**src/rtl/ldpc_pkg.sv**
```systemverilog
package ldpc_pkg;

    typedef enum logic [2:0] {
        SEQ_IDLE,
        SEQ_GATHER,
        SEQ_APPLY,
        SEQ_ADVANCE,
        SEQ_DONE
    } seq_state_t;

    // symmetric clamp to [-lim, lim]
    function automatic int clamp_sym(input int x, input int lim);
        if (x > lim)  return lim;
        if (x < -lim) return -lim;
        return x;
    endfunction

endpackage

```
**src/rtl/ldpc_rotator.sv**
```systemverilog
module ldpc_rotator #(
    parameter int Z    = 4,
    parameter int EW   = 6,
    parameter bit BACK = 1'b0,
    localparam int SW  = (Z > 1) ? $clog2(Z) : 1
) (
    input  logic [SW-1:0]        amt,
    input  logic signed [EW-1:0] din  [Z],
    output logic signed [EW-1:0] dout [Z]
);

    for (genvar k = 0; k < Z; k++) begin : g_lane
        logic [SW-1:0] src;
        always_comb begin
            int idx;
            if (BACK) idx = k - int'(amt);
            else      idx = k + int'(amt);
            if (idx >= Z) idx = idx - Z;
            if (idx < 0)  idx = idx + Z;
            src = SW'(idx);
        end
        assign dout[k] = din[src];
    end

endmodule

```
**src/rtl/ldpc_minsum_row.sv**
```systemverilog
module ldpc_minsum_row #(
    parameter int Z  = 4,
    parameter int W  = 6,
    parameter int NB = 4,
    localparam int CW = (NB > 1) ? $clog2(NB) : 1,
    localparam int MW = W - 1
) (
    input  logic                clk,
    input  logic                rst_n,
    input  logic                gather,
    input  logic                active,
    input  logic [CW-1:0]       col,
    input  logic signed [W-1:0] v2c     [Z],
    output logic signed [W-1:0] c2v_new [Z]
);

    localparam logic [MW-1:0] MAXM = '1;

    logic first;
    assign first = gather && (col == '0);

    for (genvar k = 0; k < Z; k++) begin : g_lane
        logic [MW-1:0]       min1_q, min2_q, b1, b2, mag, pick;
        logic [CW-1:0]       idx_q, bidx;
        logic                sgn_q, bsgn;
        logic signed [W-1:0] mval;

        always_comb begin
            mag  = v2c[k][W-1] ? MW'(-v2c[k]) : MW'(v2c[k]);
            b1   = first ? MAXM : min1_q;
            b2   = first ? MAXM : min2_q;
            bidx = first ? '0   : idx_q;
            bsgn = first ? 1'b0 : sgn_q;
            pick = (idx_q == col) ? min2_q : min1_q;
            mval = {1'b0, pick};
        end

        always_ff @(posedge clk or negedge rst_n) begin
            if (!rst_n) begin
                min1_q <= '0;
                min2_q <= '0;
                idx_q  <= '0;
                sgn_q  <= 1'b0;
            end else if (first || (gather && active)) begin
                min1_q <= b1;
                min2_q <= b2;
                idx_q  <= bidx;
                sgn_q  <= bsgn;
                if (gather && active) begin
                    sgn_q <= bsgn ^ v2c[k][W-1];
                    if (mag < b1) begin
                        min2_q <= b1;
                        min1_q <= mag;
                        idx_q  <= col;
                    end else if (mag < b2) begin
                        min2_q <= mag;
                    end
                end
            end
        end

        assign c2v_new[k] = (sgn_q ^ v2c[k][W-1]) ? -mval : mval;
    end

endmodule

```
**src/rtl/ldpc_merge.sv**
```systemverilog
module ldpc_merge
    import ldpc_pkg::*;
#(
    parameter int Z = 4,
    parameter int W = 6,
    localparam int DW  = W + 1,
    localparam int LIM = 2 ** (W - 1) - 1
) (
    input  logic signed [W-1:0]  post_in  [Z],
    input  logic signed [DW-1:0] delta_a  [Z],
    input  logic signed [DW-1:0] delta_b  [Z],
    output logic signed [W-1:0]  post_out [Z]
);

    for (genvar k = 0; k < Z; k++) begin : g_lane
        int total;
        always_comb total = int'(post_in[k]) + int'(delta_a[k]) + int'(delta_b[k]);
        assign post_out[k] = W'(clamp_sym(total, LIM));
    end

endmodule

```
**src/rtl/ldpc_dual_layer_core.sv**
```systemverilog
module ldpc_dual_layer_core
    import ldpc_pkg::*;
#(
    parameter int Z  = 4,
    parameter int MB = 4,
    parameter int NB = 4,
    parameter int W  = 6,
    parameter int IW = 4,
    parameter int SHIFT_TBL [MB*NB] = '{ 0,  1, -1,  2,
                                         3, -1,  0,  1,
                                        -1,  2,  1,  0,
                                         1,  0,  3, -1},
    localparam int P   = MB / 2,
    localparam int CW  = (NB > 1) ? $clog2(NB) : 1,
    localparam int RW  = (MB > 1) ? $clog2(MB) : 1,
    localparam int PW  = (P > 1)  ? $clog2(P)  : 1,
    localparam int SW  = (Z > 1)  ? $clog2(Z)  : 1,
    localparam int DW  = W + 1,
    localparam int LIM = 2 ** (W - 1) - 1
) (
    input  logic            clk,
    input  logic            rst_n,
    input  logic            load_en,
    input  logic [CW-1:0]   load_col,
    input  logic [Z*W-1:0]  load_data,
    input  logic [CW-1:0]   rd_col,
    output logic [Z*W-1:0]  rd_data,
    input  logic [IW-1:0]   iter_count,
    input  logic            start,
    output logic            busy,
    output logic            done,
    output logic [NB*Z-1:0] hard_bits
);

    function automatic int shift_of(input int r, input int c);
        int s;
        s = -1;
        for (int i = 0; i < MB * NB; i++)
            if (i == r * NB + c) s = SHIFT_TBL[i];
        return s;
    endfunction

    seq_state_t state_q, state_d;
    logic [CW-1:0] col_q;
    logic [PW-1:0] pair_q;
    logic [IW-1:0] iter_q, iter_lim_q;
    logic last_col, last_pair, last_iter;

    logic signed [W-1:0] post_q [NB][Z];
    logic signed [W-1:0] c2v_q  [MB][NB][Z];

    logic signed [W-1:0]       col_post [Z];
    logic signed [W-1:0]       merged   [Z];
    logic signed [DW-1:0]      delta_a  [Z];
    logic signed [DW-1:0]      delta_b  [Z];
    logic [1:0][Z-1:0][W-1:0]  newc_pk;
    logic [1:0][Z-1:0][DW-1:0] dbit_pk;
    logic [1:0][RW-1:0]        row_pk;
    logic [1:0]                act_pk;
    logic [NB*Z*W-1:0]         post_flat;

    assign last_col  = (col_q == CW'(NB - 1));
    assign last_pair = (pair_q == PW'(P - 1));
    assign last_iter = (iter_q == iter_lim_q - IW'(1));

    // ---------------- sequencer ----------------
    always_ff @(posedge clk or negedge rst_n) begin
        if (!rst_n) state_q <= SEQ_IDLE;
        else        state_q <= state_d;
    end

    always_comb begin
        state_d = state_q;
        unique case (state_q)
            SEQ_IDLE:    if (start) state_d = (iter_count == '0) ? SEQ_DONE : SEQ_GATHER;
            SEQ_GATHER:  if (last_col) state_d = SEQ_APPLY;
            SEQ_APPLY:   if (last_col) state_d = SEQ_ADVANCE;
            SEQ_ADVANCE: state_d = (last_pair && last_iter) ? SEQ_DONE : SEQ_GATHER;
            SEQ_DONE:    state_d = SEQ_IDLE;
            default:     state_d = SEQ_IDLE;
        endcase
    end

    always_comb begin
        busy = (state_q != SEQ_IDLE);
        done = (state_q == SEQ_DONE);
    end

    always_ff @(posedge clk or negedge rst_n) begin
        if (!rst_n) begin
            col_q      <= '0;
            pair_q     <= '0;
            iter_q     <= '0;
            iter_lim_q <= '0;
        end else begin
            unique case (state_q)
                SEQ_IDLE: if (start) begin
                    col_q      <= '0;
                    pair_q     <= '0;
                    iter_q     <= '0;
                    iter_lim_q <= iter_count;
                end
                SEQ_GATHER, SEQ_APPLY: col_q <= last_col ? '0 : col_q + CW'(1);
                SEQ_ADVANCE: begin
                    if (last_pair) begin
                        pair_q <= '0;
                        iter_q <= iter_q + IW'(1);
                    end else begin
                        pair_q <= pair_q + PW'(1);
                    end
                end
                SEQ_DONE: ;
                default: ;
            endcase
        end
    end

    // ---------------- datapath ----------------
    for (genvar k = 0; k < Z; k++) begin : g_colsel
        assign col_post[k] = post_q[col_q][k];
    end

    for (genvar g = 0; g < 2; g++) begin : g_row
        localparam int OFS = g * P;
        logic [RW-1:0]        row_i;
        logic [SW-1:0]        amt;
        logic                 act;
        int                   sh;
        logic signed [W-1:0]  rot_v [Z];
        logic signed [W-1:0]  old_v [Z];
        logic signed [W-1:0]  v2c   [Z];
        logic signed [W-1:0]  newc  [Z];
        logic signed [DW-1:0] drot  [Z];
        logic signed [DW-1:0] dbit  [Z];

        assign row_i = RW'(int'(pair_q) + OFS);
        always_comb sh = shift_of(int'(pair_q) + OFS, int'(col_q));
        assign act = (sh >= 0);
        assign amt = SW'(sh);

        ldpc_rotator #(.Z(Z), .EW(W), .BACK(1'b0)) u_rot_fwd (
            .amt(amt), .din(col_post), .dout(rot_v)
        );

        for (genvar k = 0; k < Z; k++) begin : g_v
            assign old_v[k] = c2v_q[row_i][col_q][k];
            assign v2c[k]   = W'(clamp_sym(int'(rot_v[k]) - int'(old_v[k]), LIM));
            assign drot[k]  = DW'(int'(newc[k]) - int'(old_v[k]));
            assign newc_pk[g][k] = newc[k];
            assign dbit_pk[g][k] = act ? dbit[k] : '0;
        end

        ldpc_minsum_row #(.Z(Z), .W(W), .NB(NB)) u_cnu (
            .clk(clk), .rst_n(rst_n),
            .gather(state_q == SEQ_GATHER), .active(act),
            .col(col_q), .v2c(v2c), .c2v_new(newc)
        );

        ldpc_rotator #(.Z(Z), .EW(DW), .BACK(1'b1)) u_rot_back (
            .amt(amt), .din(drot), .dout(dbit)
        );

        assign row_pk[g] = row_i;
        assign act_pk[g] = act;
    end

    for (genvar k = 0; k < Z; k++) begin : g_dsel
        assign delta_a[k] = $signed(dbit_pk[0][k]);
        assign delta_b[k] = $signed(dbit_pk[1][k]);
    end

    ldpc_merge #(.Z(Z), .W(W)) u_merge (
        .post_in(col_post), .delta_a(delta_a), .delta_b(delta_b), .post_out(merged)
    );

    // ---------------- storage ----------------
    always_ff @(posedge clk or negedge rst_n) begin
        if (!rst_n) begin
            for (int j = 0; j < NB; j++)
                for (int k = 0; k < Z; k++) post_q[j][k] <= '0;
            for (int r = 0; r < MB; r++)
                for (int j = 0; j < NB; j++)
                    for (int k = 0; k < Z; k++) c2v_q[r][j][k] <= '0;
        end else begin
            if (state_q == SEQ_IDLE && start)
                for (int r = 0; r < MB; r++)
                    for (int j = 0; j < NB; j++)
                        for (int k = 0; k < Z; k++) c2v_q[r][j][k] <= '0;
            if (state_q == SEQ_IDLE && load_en)
                for (int k = 0; k < Z; k++) post_q[load_col][k] <= load_data[k*W +: W];
            if (state_q == SEQ_APPLY) begin
                for (int k = 0; k < Z; k++) post_q[col_q][k] <= merged[k];
                for (int g = 0; g < 2; g++)
                    if (act_pk[g])
                        for (int k = 0; k < Z; k++)
                            c2v_q[row_pk[g]][col_q][k] <= newc_pk[g][k];
            end
        end
    end

    for (genvar j = 0; j < NB; j++) begin : g_out_col
        for (genvar k = 0; k < Z; k++) begin : g_out_lane
            assign post_flat[(j*Z+k)*W +: W] = post_q[j][k];
            assign hard_bits[j*Z+k]          = post_q[j][k][W-1];
        end
    end

    for (genvar k = 0; k < Z; k++) begin : g_rd
        assign rd_data[k*W +: W] = post_q[rd_col][k];
    end

endmodule

```
**config.mk**
```make
export PLATFORM = sky130hd
export DESIGN_NAME = ldpc_dual_layer_core
export DESIGN_NICKNAME = d
export VERILOG_FILES = /design/src/rtl/ldpc_pkg.sv /design/src/rtl/ldpc_rotator.sv /design/src/rtl/ldpc_minsum_row.sv /design/src/rtl/ldpc_merge.sv /design/src/rtl/ldpc_dual_layer_core.sv
export SDC_FILE = /design/constraint.sdc
export NUM_CORES = 2
export LEC_CHECK = 0
export ABC_CLOCK_PERIOD_IN_PS = 15500
export CORE_ASPECT_RATIO = 0.7
export CORE_MARGIN = 1
export CORE_UTILIZATION = 40
export DETAILED_ROUTE_END_ITERATION = 10
export DONT_BUFFER_PORTS = 1
export SLEW_MARGIN = 10
export SYNTH_ARGS = -nofsm -noshare
export SYNTH_HDL_FRONTEND = slang
export SYNTH_SLANG_ARGS = --single-unit
```
**constraint.sdc**
```tcl
create_clock -name clk -period 15.5 [get_ports clk]
set_clock_uncertainty 0.15 [all_clocks]
set_input_delay 2.325 -clock clk [delete_from_list [all_inputs] [get_ports clk]]
set_output_delay 2.325 -clock clk [all_outputs]
set_load 0.05 [all_outputs]
```
==> summary.md <==
| Metric | Value |
|---|---|
| Layout Area Growth over Synthesis | `6.93%` |
| Fin area | `44600 um2` |
| Gr ovfl total | `0` |
| Largest net degree at the start of global routing | `around 600` |
| Final GP Congestion | `~0.95` |
| Netlist Area Pre-Place | `roughly 42000 um2` |
| R2R Path End | `post_flat[3]` |
| WS Path Type | `reg -> reg` |
| GRT Total Usage | `a little under a quarter` |
| Worst min-delay path class | `reg -> reg` |
| Post-Syn Nets | `approximately 4.7k` |
| Max Freq | `about 82 MHz` |
| VDD IR max | `between 0.08 and 0.09 mV` |
| Pleak | `20.2 nW` |
| Critical Path End Type | `register` |
| Switch share | `~23%` |
| Post-route ant nets | `0` |
| Core Footprint | `103000 um2` |
| Endpoints failing setup | `0` |
| Mean Syn Cell Area | `between 9 and 10 um2` |
| Wire per inst | `about 22 um` |
| Total Wirelength | `around 120000 um` |
| Actual slew at the worst max-slew pin | `approximately 1.2 ns` |
| Worst-path clk slew | `approximately 0.06 ns` |
| Die width | `between 300 and 400 um` |
| FP Rows | `between 90 and 100` |
| Post-CTS resize count | `0` |
| DP HPWL | `roughly 83000 um` |
| Switching power | `between 0.6 and 0.7 mW` |
| Comb power frac | `1.6%` |
| Initial Util | `about two fifths` |
| CTS buffer count | `59` |
| Tmin final | `12.14 ns` |
| Pwr Density | `between 60 and 70 nW/um2` |
| Number of H-tree levels | `2` |
| Setup tns final | `0 ns` |
| # Post-CTS Setup Buffers | `0` |
| Outcome | `finished, final reports clean` |
| I/O Buffers | `0` |
| Yosys warnings | `0` |
| EDFF count, synth | `0` |
| Unrepaired setup endpoints after global routing | `no` |
| Commonest cells after routing, fill and taps aside | `dfrtp_1 (595), o21ai_0 (521), nand3_1 (390)` |
| Crit share post-route | `78.3%` |
| Vias | `around 34k` |
| Critical Path Max Stage Delay | `~0.87 ns` |
| Asr flop ratio synth | `100%` |
| Clk_lat worst skew | `roughly 0.66 ns` |
| Post-DP Area | `42700 um2` |
| Clk sinks | `between 500 and 600` |
| R2R Setup Slk | `3.36 ns` |
| Slew Limit Fails | `0` |
| Root cell of the clock tree | `clkbuf_16` |
| Reg2reg path depth | `32` |
| Hold depth | `1` |
| Hold_buf cts | `0` |
| Crit path launch type | `register` |
| Max-cap violations | `0` |
| First-pass GRT wire length | `192000 um` |
| Part of the power in the clock network | `between 40% and 50%` |
| CP max FO | `36` |
| Worst hold start | `c2v_q[14]` |
| Internal Power | `roughly 2.4 mW` |
| Cell variety after synth | `approximately 100` |
| I/O pins | `78` |
| Final #Nets | `around 4.5k` |
| Flop pwr share | `between 50% and 60%` |
| Full die area | `106000 um2` |
| Via density | `between 5 and 6` |
| Critical Path AT | `between 10 and 15 ns` |
| Relative slew slack | `between 15 and 20%` |
| Slowest stage cell, crit path | `ha_1` |
| CTS Buffer Depth | `3` |
| Vias in the first global route | `approximately 31k` |
| Fillers | `between 9k and 10k` |
| Seq/Total Area, Yosys | `a little over a third` |
| Cells after Synth | `about 4.4k` |
| Cell with the most instances on the worst path | `ha_1` |
| DR iter-0 viols | `3237` |
| Critical R2R Launch | `col_q[1]` |
| CTS tree | `done` |
| CP required | `15.84 ns` |
| Commonest non-fill, non-tap cell in the layout | `dfrtp_1` |
| Worst hold endpoint | `c2v_q[14]` |
| Ratio of cells with drive above 1 in the final layout | `11.5%` |
| N_diodes | `0` |
| Dominant synthesized flop cell | `dfrtp_1` |
| Drt pass-1 iters | `6` |
| Post-route DRC | `0` |
| Die Y | `~270 um` |
| Final hold vios | `0` |
| Synthesis-stage register bit count | `between 500 and 600` |
| Initial antenna violation count | `2` |
-- routing by layer --
layer  track usage, %  part of all wire [%]  vias up  wire length (um)
met2             34.7                    44     1104             53800
li1                 -                     -    15600                 -
met1             35.1                    48    16700             59400
met5                0                 0.011        -                13
met3             3.27                   6.8      130              8380
met4             3.89                   1.4        2              1780
-- critical path: cells and delay by family, from the launching register on --
| family | cells | cell delay, ns |
|---|---|---|
| AO/OA/AOI/OAI | 10 | 3.12 |
| XOR/XNOR | 3 | 1.44 |
| adder cells (fa/ha/maj) | 7 | 3.36 |
| buffers and inverters | 4 | 1.74 |
| flip-flops | 1 | 0.68 |
| multiplexers | 2 | 0.53 |
| AND/OR/NAND/NOR | 6 | 0.90 |
-- metrics by stage --
stage	worst slack [ns]	hold slack, ns	power [mW]	instances	util [%]
2_1_floorplan	4.81	0.298	1.61	4405	-
3_3_place_gp	3.87	0.318	1.61	5505	41.5
3_5_place_dp	3.68	0.316	1.61	5505	41.5
4_1_cts	3.62	0.332	3.06	5611	43.4
5_1_grt	2.58	0.346	3.15	5614	43.4
6_report	3.36	0.331	3.05	5614	43.4
-- power by group through the flow --
| stage | sequential, mW | combinational [mW] | clock [mW] |
|---|---|---|---|
| finish | 1.56 | 0.0478 | 1.44 |
| global route | 1.56 | 0.0536 | 1.53 |
| detailed placement | 1.59 | 0.0203 | 0 |
| global placement | 1.59 | 0.0203 | 0 |
| floorplan | 1.59 | 0.0213 | 0 |
| CTS | 1.56 | 0.0203 | 1.48 |
-- layout make-up --
cell class	instances	area, um2	share of cell area, %
Timing Repair Buffer	54	465	1.04
Tap cell	1350	1690	3.78
Clock buffer	87	1690	3.79
Clock inverter	19	175	0.392
Sequential cell	598	15000	33.5
Inverter	186	699	1.57
Multi-Input combinational cell	3320	24900	55.9
-- cell usage after synthesis (all sizes together) (25+ instances only) --
cell type,n,area (um2)
a211oi,35,318
nor2,299,1140
clkbuf,185,694
nand3,394,1970
dfrtp,598,15000
nor2b,47,294
ha,212,2650
nand2b,36,225
o21ai,542,2710
inv,185,694
nor3,92,465
and2,51,319
mux2i,187,1870
fa,48,961
nand2,320,1210
xnor2,75,657
mux4,166,3740
a21oi,210,1050
and3,25,156
o21a,29,219
a21o,65,488
mux2,99,1110
buf,116,568
xor2,70,613
-- cells by family after synthesis --
group / after synthesis / synth area share, %
AOI/OAI and AO/OA: 1102 / 16.1
xor gates and xnor gates: 145 / 3.04
adders and majority gates: 261 / 8.68
buffers and inverters: 487 / 4.70
DFF: 598 / 35.8
muxes: 452 / 16.1
and+or+nand+nor: 1360 / 15.5
-- worst max path at each step --
stage	startpoint	to	slack (ns)
final	col_q[1]	post_flat[3]	3.36
after global routing	col_q[1]	post_flat[2]	2.58
after CTS	col_q[1]	post_flat[2]	3.62
after detailed placement	col_q[1]	post_flat[2]	3.68
after global placement	col_q[1]	post_flat[3]	3.87
after floorplan	col_q[0]	post_flat[12]	4.81
-- sequential cells by signal, summed over array words and instances (netlist names), 3 cells and up --
signal,count
c2v_q,384
g_row.u_cnu.g_lane.min1_q,40
g_row.u_cnu.g_lane.idx_q,16
iter_lim_q,4
g_row.u_cnu.g_lane.sgn_q,8
hard_bits,16
g_row.u_cnu.g_lane.min2_q,40
post_flat,80
iter_q,4
state_q,3
Note: power is estimated with default switching activity, not from simulation.
